--- src/rtl/mpbus_pkg.sv ---
package mpbus_pkg;

   typedef enum logic [2:0] {
      PH_IDLE   = 3'd0,
      PH_ALE    = 3'd1,
      PH_AHOLD  = 3'd2,
      PH_SETUP  = 3'd3,
      PH_STROBE = 3'd4,
      PH_DONE   = 3'd5
   } phase_e;

endpackage

--- src/rtl/mpbus_phase_timer.sv ---
module mpbus_phase_timer #(
   parameter int CNT_W = 4
) (
   input  logic             clk,
   input  logic             rst_n,
   input  logic             load,
   input  logic [CNT_W-1:0] len,
   output logic             expired
);

   generate
      if (CNT_W < 1) begin : g_bad_width
         $error("mpbus_phase_timer: CNT_W must be at least 1");
      end
   endgenerate

   logic [CNT_W-1:0] remain;

   // a programmed length of zero behaves as one cycle
   always_ff @(posedge clk or negedge rst_n) begin
      if (!rst_n) begin
         remain <= '0;
      end else if (load) begin
         remain <= (len == '0) ? '0 : len - 1'b1;
      end else if (remain != '0) begin
         remain <= remain - 1'b1;
      end
   end

   assign expired = (remain == '0);

endmodule

--- src/rtl/mpbus_tag_cache.sv ---
module mpbus_tag_cache #(
   parameter int UP_W = 16
) (
   input  logic            clk,
   input  logic            rst_n,
   input  logic            mode_wide,
   input  logic            mode_flag,
   input  logic [UP_W-1:0] upper,
   input  logic            load,
   output logic            hit
);

   logic            tag_vld;
   logic [UP_W-1:0] tag_q;
   logic            prev_wide;
   logic            prev_flag;
   logic            mode_changed;

   assign mode_changed = (mode_wide != prev_wide) || (mode_flag != prev_flag);
   assign hit          = tag_vld && (tag_q == upper) && !mode_changed;

   always_ff @(posedge clk or negedge rst_n) begin
      if (!rst_n) begin
         tag_vld   <= 1'b0;
         tag_q     <= '0;
         prev_wide <= 1'b0;
         prev_flag <= 1'b0;
      end else begin
         prev_wide <= mode_wide;
         prev_flag <= mode_flag;
         if (load) begin
            tag_q   <= upper;
            tag_vld <= 1'b1;
         end else if (mode_changed) begin
            tag_vld <= 1'b0;
         end
      end
   end

   AST_MODE_INVALIDATE: assert property (@(posedge clk) disable iff (!rst_n)
      (mode_changed && !load) |=> !tag_vld);

endmodule

--- src/rtl/mpbus_seq.sv ---
module mpbus_seq
   import mpbus_pkg::*;
#(
   parameter int CNT_W = 4
) (
   input  logic             clk,
   input  logic             rst_n,
   input  logic             req_valid,
   input  logic             cfg_flag,
   input  logic             cfg_wide,
   input  logic             upper_hit,
   input  logic             expired,
   input  logic [CNT_W-1:0] ale_len,
   input  logic [CNT_W-1:0] hold_len,
   input  logic [CNT_W-1:0] setup_len,
   input  logic [CNT_W-1:0] strobe_len,
   output phase_e           phase,
   output logic             accept,
   output logic             timer_load,
   output logic [CNT_W-1:0] timer_len,
   output logic             capture
);

   phase_e nxt;

   assign accept  = (phase == PH_IDLE) && req_valid && !cfg_flag;
   assign capture = (phase == PH_STROBE) && expired;

   always_comb begin
      nxt = phase;
      unique case (phase)
         PH_IDLE:   if (accept) nxt = (cfg_wide || !upper_hit) ? PH_ALE : PH_SETUP;
         PH_ALE:    if (expired) nxt = PH_AHOLD;
         PH_AHOLD:  if (expired) nxt = PH_SETUP;
         PH_SETUP:  if (expired) nxt = PH_STROBE;
         PH_STROBE: if (expired) nxt = PH_DONE;
         PH_DONE:   nxt = PH_IDLE;
         default:   nxt = PH_IDLE;
      endcase
   end

   // each phase timer is reloaded on entry to the phase
   assign timer_load = (nxt != phase);

   always_comb begin
      unique case (nxt)
         PH_ALE:    timer_len = ale_len;
         PH_AHOLD:  timer_len = hold_len;
         PH_SETUP:  timer_len = setup_len;
         PH_STROBE: timer_len = strobe_len;
         default:   timer_len = '0;
      endcase
   end

   always_ff @(posedge clk or negedge rst_n) begin
      if (!rst_n) phase <= PH_IDLE;
      else        phase <= nxt;
   end

   AST_FLAG_NOSTART: assert property (@(posedge clk) disable iff (!rst_n)
      (cfg_flag && phase == PH_IDLE) |=> (phase == PH_IDLE));

   AST_SKIP_ONLY_NARROW: assert property (@(posedge clk) disable iff (!rst_n)
      (phase == PH_IDLE && $past(phase) == PH_IDLE) ##1 (phase == PH_SETUP) |-> !$past(cfg_wide));

endmodule

--- src/rtl/mpbus_pad_drive.sv ---
module mpbus_pad_drive
   import mpbus_pkg::*;
#(
   parameter int ADDR_W = 24,
   parameter int BUS_W  = 16
) (
   input  phase_e            phase,
   input  logic              r_write,
   input  logic              r_wide,
   input  logic [ADDR_W-1:0] r_addr,
   input  logic [BUS_W-1:0]  r_wdata,
   input  logic              cfg_ale_low,
   output logic [BUS_W-1:0]  ad_out,
   output logic [BUS_W-1:0]  ad_oe,
   output logic              ale,
   output logic              rd_n,
   output logic              wr_n
);

   localparam int LANES = BUS_W / 8;

   logic             addr_ph;
   logic             data_ph;
   logic [BUS_W-1:0] addr_word;

   assign addr_ph   = (phase == PH_ALE) || (phase == PH_AHOLD);
   assign data_ph   = (phase == PH_SETUP) || (phase == PH_STROBE);
   assign addr_word = r_wide ? r_addr[BUS_W-1:0] : r_addr[ADDR_W-1:8];

   generate
      for (genvar j = 0; j < LANES; j++) begin : g_lane
         logic [7:0] data_byte;
         logic       data_en;
         if (j == 0) begin : g_low
            // lowest lane always carries data in both widths
            assign data_byte = r_wdata[7:0];
            assign data_en   = r_write;
         end else begin : g_high
            // upper lanes carry data when wide, low address bits when narrow
            assign data_byte = r_wide ? r_wdata[8*j+7 -: 8] : r_addr[8*j-1 -: 8];
            assign data_en   = r_wide ? r_write : 1'b1;
         end
         always_comb begin
            if (addr_ph) begin
               ad_out[8*j+7 -: 8] = addr_word[8*j+7 -: 8];
               ad_oe[8*j+7 -: 8]  = 8'hFF;
            end else if (data_ph) begin
               ad_out[8*j+7 -: 8] = data_byte;
               ad_oe[8*j+7 -: 8]  = {8{data_en}};
            end else begin
               ad_out[8*j+7 -: 8] = 8'h00;
               ad_oe[8*j+7 -: 8]  = 8'h00;
            end
         end
      end
   endgenerate

   assign ale  = (phase == PH_ALE) ^ cfg_ale_low;
   assign rd_n = !((phase == PH_STROBE) && !r_write);
   assign wr_n = !((phase == PH_STROBE) && r_write);

endmodule

--- src/rtl/mpbus_ctrl.sv ---
module mpbus_ctrl
   import mpbus_pkg::*;
#(
   parameter int ADDR_W = 24,
   parameter int BUS_W  = 16,
   parameter int CNT_W  = 4
) (
   input  logic              clk,
   input  logic              rst_n,
   input  logic              cfg_wide,
   input  logic              cfg_ale_low,
   input  logic              cfg_flag,
   input  logic [CNT_W-1:0]  cfg_ale_cyc,
   input  logic [CNT_W-1:0]  cfg_hold_cyc,
   input  logic [CNT_W-1:0]  cfg_setup_cyc,
   input  logic [CNT_W-1:0]  cfg_strobe_cyc,
   input  logic              req_valid,
   input  logic              req_write,
   input  logic [ADDR_W-1:0] req_addr,
   input  logic [BUS_W-1:0]  req_wdata,
   output logic              req_ready,
   output logic [BUS_W-1:0]  rsp_rdata,
   output logic [BUS_W-1:0]  ad_out,
   output logic [BUS_W-1:0]  ad_oe,
   input  logic [BUS_W-1:0]  ad_in,
   output logic              ale,
   output logic              rd_n,
   output logic              wr_n
);

   localparam int UP_W = ADDR_W - 8;

   generate
      if (BUS_W % 8 != 0 || BUS_W < 16) begin : g_bad_bus
         $error("mpbus_ctrl: BUS_W must be a multiple of 8 and at least 16");
      end
      if (UP_W != BUS_W) begin : g_bad_addr
         $error("mpbus_ctrl: ADDR_W must equal BUS_W + 8");
      end
   endgenerate

   phase_e            phase;
   logic              accept;
   logic              timer_load;
   logic [CNT_W-1:0]  timer_len;
   logic              expired;
   logic              capture;
   logic              upper_hit;
   logic              tag_load;
   logic              r_write;
   logic              r_wide;
   logic [ADDR_W-1:0] r_addr;
   logic [BUS_W-1:0]  r_wdata;
   logic [BUS_W-1:0]  rdata_q;

   assign tag_load = accept && !cfg_wide && !upper_hit;

   mpbus_tag_cache #(.UP_W(UP_W)) u_tag (
      .clk       (clk),
      .rst_n     (rst_n),
      .mode_wide (cfg_wide),
      .mode_flag (cfg_flag),
      .upper     (req_addr[ADDR_W-1:8]),
      .load      (tag_load),
      .hit       (upper_hit)
   );

   mpbus_seq #(.CNT_W(CNT_W)) u_seq (
      .clk        (clk),
      .rst_n      (rst_n),
      .req_valid  (req_valid),
      .cfg_flag   (cfg_flag),
      .cfg_wide   (cfg_wide),
      .upper_hit  (upper_hit),
      .expired    (expired),
      .ale_len    (cfg_ale_cyc),
      .hold_len   (cfg_hold_cyc),
      .setup_len  (cfg_setup_cyc),
      .strobe_len (cfg_strobe_cyc),
      .phase      (phase),
      .accept     (accept),
      .timer_load (timer_load),
      .timer_len  (timer_len),
      .capture    (capture)
   );

   mpbus_phase_timer #(.CNT_W(CNT_W)) u_timer (
      .clk     (clk),
      .rst_n   (rst_n),
      .load    (timer_load),
      .len     (timer_len),
      .expired (expired)
   );

   always_ff @(posedge clk or negedge rst_n) begin
      if (!rst_n) begin
         r_write <= 1'b0;
         r_wide  <= 1'b0;
         r_addr  <= '0;
         r_wdata <= '0;
      end else if (accept) begin
         r_write <= req_write;
         r_wide  <= cfg_wide;
         r_addr  <= req_addr;
         r_wdata <= req_wdata;
      end
   end

   // read data is taken on the edge where the read strobe returns high
   always_ff @(posedge clk or negedge rst_n) begin
      if (!rst_n) begin
         rdata_q <= '0;
      end else if (capture && !r_write) begin
         rdata_q <= r_wide ? ad_in : {{(BUS_W-8){1'b0}}, ad_in[7:0]};
      end
   end

   assign rsp_rdata = rdata_q;
   assign req_ready = (phase == PH_DONE);

   mpbus_pad_drive #(.ADDR_W(ADDR_W), .BUS_W(BUS_W)) u_pad (
      .phase       (phase),
      .r_write     (r_write),
      .r_wide      (r_wide),
      .r_addr      (r_addr),
      .r_wdata     (r_wdata),
      .cfg_ale_low (cfg_ale_low),
      .ad_out      (ad_out),
      .ad_oe       (ad_oe),
      .ale         (ale),
      .rd_n        (rd_n),
      .wr_n        (wr_n)
   );

   AST_READY_SINGLE: assert property (@(posedge clk) disable iff (!rst_n)
      req_ready |=> !req_ready);

   AST_READY_AFTER_STROBE: assert property (@(posedge clk) disable iff (!rst_n)
      req_ready |-> !$past(rd_n && wr_n));

   AST_STROBE_EXCL: assert property (@(posedge clk) disable iff (!rst_n)
      !rd_n |-> wr_n);

   AST_ALE_ADDR_DRIVEN: assert property (@(posedge clk) disable iff (!rst_n)
      (ale != cfg_ale_low) |-> (ad_oe == {BUS_W{1'b1}}));

   AST_FLAG_QUIET: assert property (@(posedge clk) disable iff (!rst_n)
      (cfg_flag && $past(cfg_flag) && $past(phase == PH_IDLE)) |-> (rd_n && wr_n && ad_oe == '0));

endmodule

--- config.mk ---
export PLATFORM = sky130hd
export DESIGN_NAME = mpbus_ctrl
export DESIGN_NICKNAME = d
export VERILOG_FILES = /design/src/rtl/mpbus_pkg.sv /design/src/rtl/mpbus_phase_timer.sv /design/src/rtl/mpbus_tag_cache.sv /design/src/rtl/mpbus_seq.sv /design/src/rtl/mpbus_pad_drive.sv /design/src/rtl/mpbus_ctrl.sv
export SDC_FILE = /design/constraint.sdc
export NUM_CORES = 1
export LEC_CHECK = 0
export BUFFER_PORTS_ARGS = -buffer_cell sky130_fd_sc_hd__buf_2
export CORE_ASPECT_RATIO = 0.7
export CORE_UTILIZATION = 25
export DETAILED_ROUTE_END_ITERATION = 7
export SLEW_MARGIN = 20
export SYNTH_ARGS = -nofsm -noshare
export SYNTH_HDL_FRONTEND = slang
export SYNTH_HIERARCHICAL = 1
export SYNTH_SLANG_ARGS = --single-unit
--- constraint.sdc ---
create_clock -name clk -period 2.45 [get_ports clk]
set_clock_uncertainty 0.15 [all_clocks]
set_input_delay 0.6125 -clock clk [delete_from_list [all_inputs] [get_ports clk]]
set_output_delay 0.6125 -clock clk [all_outputs]
set_load 0.05 [all_outputs]
**Yosys cells after proc, flatten, opt, wreduce, memory -nomap -nowiden**

Cells that the tools add are included.

- Register bits: 84
- Bits in latches: 0
- Bits in writable memories: 0
- Memory bits (read-only): 0
- Logic and storage cells: 79
- Memories: 0

- $add $sub $neg: 2
- Multiply operators: 0
- Divide/modulo/power cells: 0
- Order comparisons: 0
- Equal/unequal tests: 13
- Shift operators: 0
- Multiplexer cells: 25
- Bitwise logic cells: 1
- Reduce and logical (&&, ||, !) cells: 27

Operator list:

| kind | number |
|---|---|
| $mux W8 | 9 |
| $mux W16 | 2 |
| $eq A16 B16 Y1 | 1 |
| $pmux W4 S4 | 1 |
| $mux W3 | 5 |
| $pmux W3 S5 | 1 |
| $eq A3 B2 Y1 const B | 4 |
| $mux W4 | 3 |
| $logic_and A1 B1 Y1 | 10 |
| $eq A3 B3 Y1 const B | 3 |
| $logic_not A4 Y1 | 2 |
| $sub A4 B1 Y4 const B | 2 |
| $logic_not A1 Y1 | 7 |
| $eq A3 B1 Y1 const B | 2 |
| $logic_or A1 B1 Y1 | 4 |
| $reduce_bool A2 Y1 | 2 |
| $reduce_bool A4 Y1 | 1 |
| $logic_not A3 Y1 | 1 |
| $mux W1 | 3 |
| $ne A3 B3 Y1 | 1 |
| $mux W2 | 1 |
| $ne A1 B1 Y1 | 2 |
| $xor A1 B1 Y1 | 1 |

**Longest topological paths before layout**

- Depth in word-level cells: 14
- Gate-level depth with buffers: 11
- Mapped depth without buffers: 11

**Hierarchy**

Netlist, hierarchy kept.

Modules (own cells, without submodules):

| module | instances | cells each | area each (µm²) |
|---|---|---|---|
| mpbus_ctrl | 1 | 144 | 2,244.7 |
| mpbus_tag_cache | 1 | 63 | 875.8 |
| mpbus_pad_drive | 1 | 74 | 661.9 |
| mpbus_seq | 1 | 34 | 305.3 |
| mpbus_phase_timer | 1 | 29 | 281.5 |

**Worst setup path before layout**

No wires, ideal clock.

- Kind: flip-flop to output port
- From: reg u_seq.phase[1]
- To: out ad_oe[10]
- Arrival time: 2.309 ns
- Setup slack: -0.622 ns
- Stages on the path, launching flop included: 5
- Buffers on the path: 1
- Cell sequence: dfrtp_1 > nor3b_2 > a21oi_4 > o21ai_1 > buf_4

- Word-level cells in the longest chain between the ends: 4
- Elaborated cells on any way between the ends: 8

RTL lines:

| item | line | RTL |
|---|---|---|
| from (decl) | mpbus_seq.sv:17 | `output phase_e phase,` |
| from (signal assigned) | mpbus_seq.sv:57 | `else phase <= nxt;` |
| $eq A3 B2 Y1 / $eq A3 B3 Y1 (equally long branches) | mpbus_pad_drive.sv:27 | `assign data_ph = (phase == PH_SETUP) \|\| (phase == PH_STROBE);` |
| $logic_or A1 B1 Y1 | mpbus_pad_drive.sv:27 |  |
| $mux W8 | mpbus_pad_drive.sv:47 | `end else if (data_ph) begin` |
| $mux W8 * | mpbus_pad_drive.sv:44 | `if (addr_ph) begin` |
| to (decl) | mpbus_ctrl.sv:24 | `output logic [BUS_W-1:0] ad_oe,` |

Mark *: on every way between the ends. The rest lies on a longest branch, timed or not.

**Worst setup path in the final report**

- From: in req_addr[9]
- To: reg u_timer.remain[1]

- Word-level cells in the longest chain between the ends: 13
- Elaborated cells on any way between the ends: 19

RTL lines:

| item | line | RTL |
|---|---|---|
| from (decl) | mpbus_ctrl.sv:19 | `input logic [ADDR_W-1:0] req_addr,` |
| $eq A16 B16 Y1 * | mpbus_tag_cache.sv:20 | `assign hit = tag_vld && (tag_q == upper) && !mode_changed;` |
| $logic_and A1 B1 Y1 * (2 in a row) | mpbus_tag_cache.sv:20 |  |
| named net upper_hit | mpbus_ctrl.sv:48 | `logic upper_hit;` |
| $logic_not A1 Y1 * | mpbus_seq.sv:32 | `PH_IDLE: if (accept) nxt = (cfg_wide \|\| !upper_hit) ? PH_ALE : PH_SETUP;` |
| $logic_or A1 B1 Y1 * | mpbus_seq.sv:32 |  |
| $mux W2 * | mpbus_seq.sv:32 |  |
| $mux W3 * | mpbus_seq.sv:32 |  |
| $pmux W3 S5 * | mpbus_seq.sv:31 | `unique case (phase)` |
| named net u_seq.nxt[1] | mpbus_seq.sv:24 | `phase_e nxt;` |
| $eq A3 B3 Y1 (tied with other cells) | mpbus_seq.sv:46 | `unique case (nxt)` |
| $pmux W4 S4 * | mpbus_seq.sv:46 |  |
| named net timer_len[1] | mpbus_ctrl.sv:45 | `logic [CNT_W-1:0] timer_len;` |
| $sub A4 B1 Y4 / $logic_not A4 Y1 (equally long branches) | mpbus_phase_timer.sv:24 | `remain <= (len == '0) ? '0 : len - 1'b1;` |
| $mux W4 * | mpbus_phase_timer.sv:24 |  |
| $mux W4 * | mpbus_phase_timer.sv:23 | `end else if (load) begin` |
| to (signal assigned) | mpbus_phase_timer.sv:24 |  |
| to (signal assigned) | mpbus_phase_timer.sv:26 | `remain <= remain - 1'b1;` |
| to (decl) | mpbus_phase_timer.sv:17 | `logic [CNT_W-1:0] remain;` |

The timed path passes the listed nets; every way through them passes the cells marked *.
A chain may end at the register's enable or synchronous reset.

==> results.json <==
{
  "syn_to_final_growth_pct": 53.1,
  "core_sq_um": 17100,
  "drc": 0,
  "final_max_slew_viol_count": 0,
  "final_common_cell": "buf_2",
  "ys_ff_latch": 84,
  "clock_latency_ns": 0.35,
  "crit_type": "in2reg",
  "post-dp-hpwl_mm": 8.47,
  "fillers": 1676,
  "antenna_found_initial": 1,
  "timing.rr.start": "u_tag/tag_q[1]",
  "wl_per_cell_microns": 15.8,
  "startpoint": "req_addr[9]",
  "final_core_utilization_pct": 39.1,
  "critPathTopFamily": "simple AND/OR/NAND/NOR gates",
  "path_buf_inv": 2,
  "final_nets": 603,
  "syn_inst": 344,
  "worstPathCellList": "buf_2 -> xor2_1 -> nor4_2 -> nand4_1 -> nor2_2 -> nand4bb_1 -> a221oi_4 -> buf_6 -> a221oi_2 -> a21oi_2 -> or2_4 -> o211ai_1 -> o21a_1",
  "die_x_microns": 160,
  "ant_nets": 0,
  "yosys_warnings": 6,
  "maxCapViolCount": 0,
  "cts_max_path_buffers": 2,
  "timing.final.ws_setup_ns": -0.600,
  "synth_fp_nets": 424,
  "clkSlewWorstSetupHoldPaths_ns": 0.06,
  "tritoncts": "done",
  "multi_input_area_sq_um": 2310,
  "pin_count": 131,
  "vias_per_cell": 4.35,
  "start_util_pct": 25.5,
  "hold_path.class": "in2async",
  "cts_sinks": 84,
  "syn_area_sq_um": 4370,
  "dr.pass1.iters": 4,
  "final_cell_mix": "buf_2 (96), dfrtp_1 (83), buf_4 (48)",
  "die_area_sq_um": 18000,
  "grt_pass1_wl_mm": 19.0,
  "cp-end-kind": "flop",
  "grt_max_degree": 85,
  "slew-limit-headroom_pct": 68.3,
  "crit_fanout": 5,
  "rsz0062_at_grt": "true",
  "crit_path_start_kind": "input pin",
  "period_needed_ns": 3.05,
  "num_rows": 40,
  "reg2reg_depth": 12,
  "root_buffer": "clkbuf_16",
  "syn_area_per_cell_sq_um": 12.7,
  "critPathSlowestCell": "nor4_2",
  "max_freq_mhz": 328,
  "cp.required_ns": 2.54,
  "status": "finished, violations left",
  "tightest_slew_ns": 0.475,
  "htree_num_levels": 3,
  "setup_tns_ns": -6.36,
  "drive_gt1_share_pct": 53.4,
  "reg2reg_slack_ns": -0.59,
  "fin_crit_sh_pct": 124,
  "setup_viol": 34,
  "crit_path_max_incr_delay_ns": 0.39,
  "io_buffers": 130,
  "grt_usage_pct": 14.0,
  "initialDrtViolationCount": 159,
  "rr_endpoint": "u_timer/remain[1]",
  "drt-total-wl_mm": 12.1,
  "hold_viol_final": 0,
  "violations": "negative setup slack",
  "grt_pass1_vias": 3532,
  "globalRouteOverflowTotal": 0,
  "die_h_microns": 113,
  "synth_seq_area_share_pct": 48.1,
  "globalplace.congestion": 0.831,
  "yosysUniqueCellTypes": 48,
  "via_count": 3314,
  "arrival_ns": 3.14,
  "cts_buffers": 9,
  "register_area_sq_um": 2100
}
cells in the mapped netlist (all sizes together):
| master | n | area, sq um |
|---|---|---|
| a21o | 2 | 15.0 |
| or3b | 1 | 8.76 |
| inv | 11 | 41.3 |
| ha | 1 | 12.5 |
| o211ai | 1 | 7.51 |
| nor2 | 10 | 37.5 |
| nor4 | 4 | 25.0 |
| xnor2 | 4 | 35.0 |
| nor4b | 1 | 8.76 |
| o21ai | 4 | 20.0 |
| nor2b | 3 | 18.8 |
| and2b | 2 | 16.3 |
| nor3 | 3 | 15.0 |
| a21oi | 8 | 55.1 |
| nand4bb | 1 | 11.3 |
| o311ai | 1 | 8.76 |
| clkbuf | 1 | 3.75 |
| a32oi | 1 | 8.76 |
| mux2i | 39 | 390 |
| o2bb2ai | 8 | 70.1 |
| a221oi | 5 | 50.0 |
| xor2 | 18 | 158 |
| and3b | 1 | 10.0 |
| mux2 | 67 | 762 |
| dfrtp | 84 | 2100 |
| nand3 | 2 | 10.0 |
| nand2b | 2 | 12.5 |
| buf | 29 | 224 |
| o22ai | 8 | 100 |
| o21a | 1 | 7.51 |
| or2 | 2 | 12.5 |
| nand4 | 1 | 6.26 |
| nand2 | 14 | 55.1 |
| nor3b | 3 | 38.8 |
| and3 | 1 | 11.3 |
worst max-delay path by stage:
stage                        end  slack, ns  cells past startpoint
6_report       u_timer/remain[1]      -0.60                     13
5_1_grt        u_timer/remain[1]      -0.76                     12
4_1_cts        u_timer/remain[1]      -0.66                     12
3_5_place_dp   u_timer/remain[2]      -1.11                     14
3_3_place_gp   u_timer/remain[2]      -1.11                     13
2_1_floorplan  u_timer/remain[0]      -0.34                     10
flip-flops by register name (all words and copies together), names as in the netlist, 3 cells and up:
| register | count |
|---|---|
| u_seq/phase | 3 |
| u_tag/tag_q | 16 |
| r_wdata | 16 |
| r_addr | 24 |
| u_timer/remain | 4 |
| rsp_rdata | 16 |
layer usage:
metal	global-route usage [%]	vias up	wire length [microns]
met5	0	-	0
met2	23.7	94	5950
met1	16.5	1632	5160
met3	5.28	13	799
li1	-	1575	-
met4	3.94	0	144
layout make-up:
class,count,area share [%]
Multi-Input combinational cell,219,34.5
Sequential cell,84,31.4
Timing Repair Buffer,198,24.1
Tap cell,231,4.32
Clock buffer,11,3.63
Clock inverter,5,1.25
Inverter,11,0.617
Antenna cell,2,0.0748
cell families (layout without fill, tap and decap cells):
| kind of cell | count (synthesis) | count (layout) | synth area share, % |
|---|---|---|---|
| mux | 106 | 106 | 26.4 |
| flops | 84 | 84 | 48.1 |
| simple gates | 51 | 51 | 6.82 |
| buf+inv | 41 | 225 | 6.16 |
| compound gates | 39 | 39 | 7.85 |
| xor+xnor | 22 | 22 | 4.41 |
| fa+ha+maj | 1 | 1 | 0.286 |
| other cells | 0 | 2 | 0 |
what timing repair did:
| action | 4_1_cts | 5_1_grt |
|---|---|---|
| resized for setup | 114 | 23 |
| endpoints found under the setup margin | 38 | 38 |
| pin swaps | 23 | 12 |
| hold buffers | 0 | 0 |
| buffers inserted | 15 | 7 |
| cloned | 1 | 0 |
stage by stage:
| step | hold WS, ns | setup slack (ns) | cell area, sq um | std cells |
|---|---|---|---|---|
| global placement | 0.315 | -1.11 | 5580 | 721 |
| finish | 0.133 | -0.600 | 6690 | 761 |
| detailed placement | 0.321 | -1.11 | 5580 | 721 |
| global route | 0.162 | -0.763 | 6690 | 759 |
| floorplan | 0.167 | -0.338 | 4440 | 344 |
| CTS | 0.161 | -0.657 | 6550 | 753 |
Power is not shown: default switching activity piles up to over one toggle a cycle in this logic, so the estimate is an artifact.
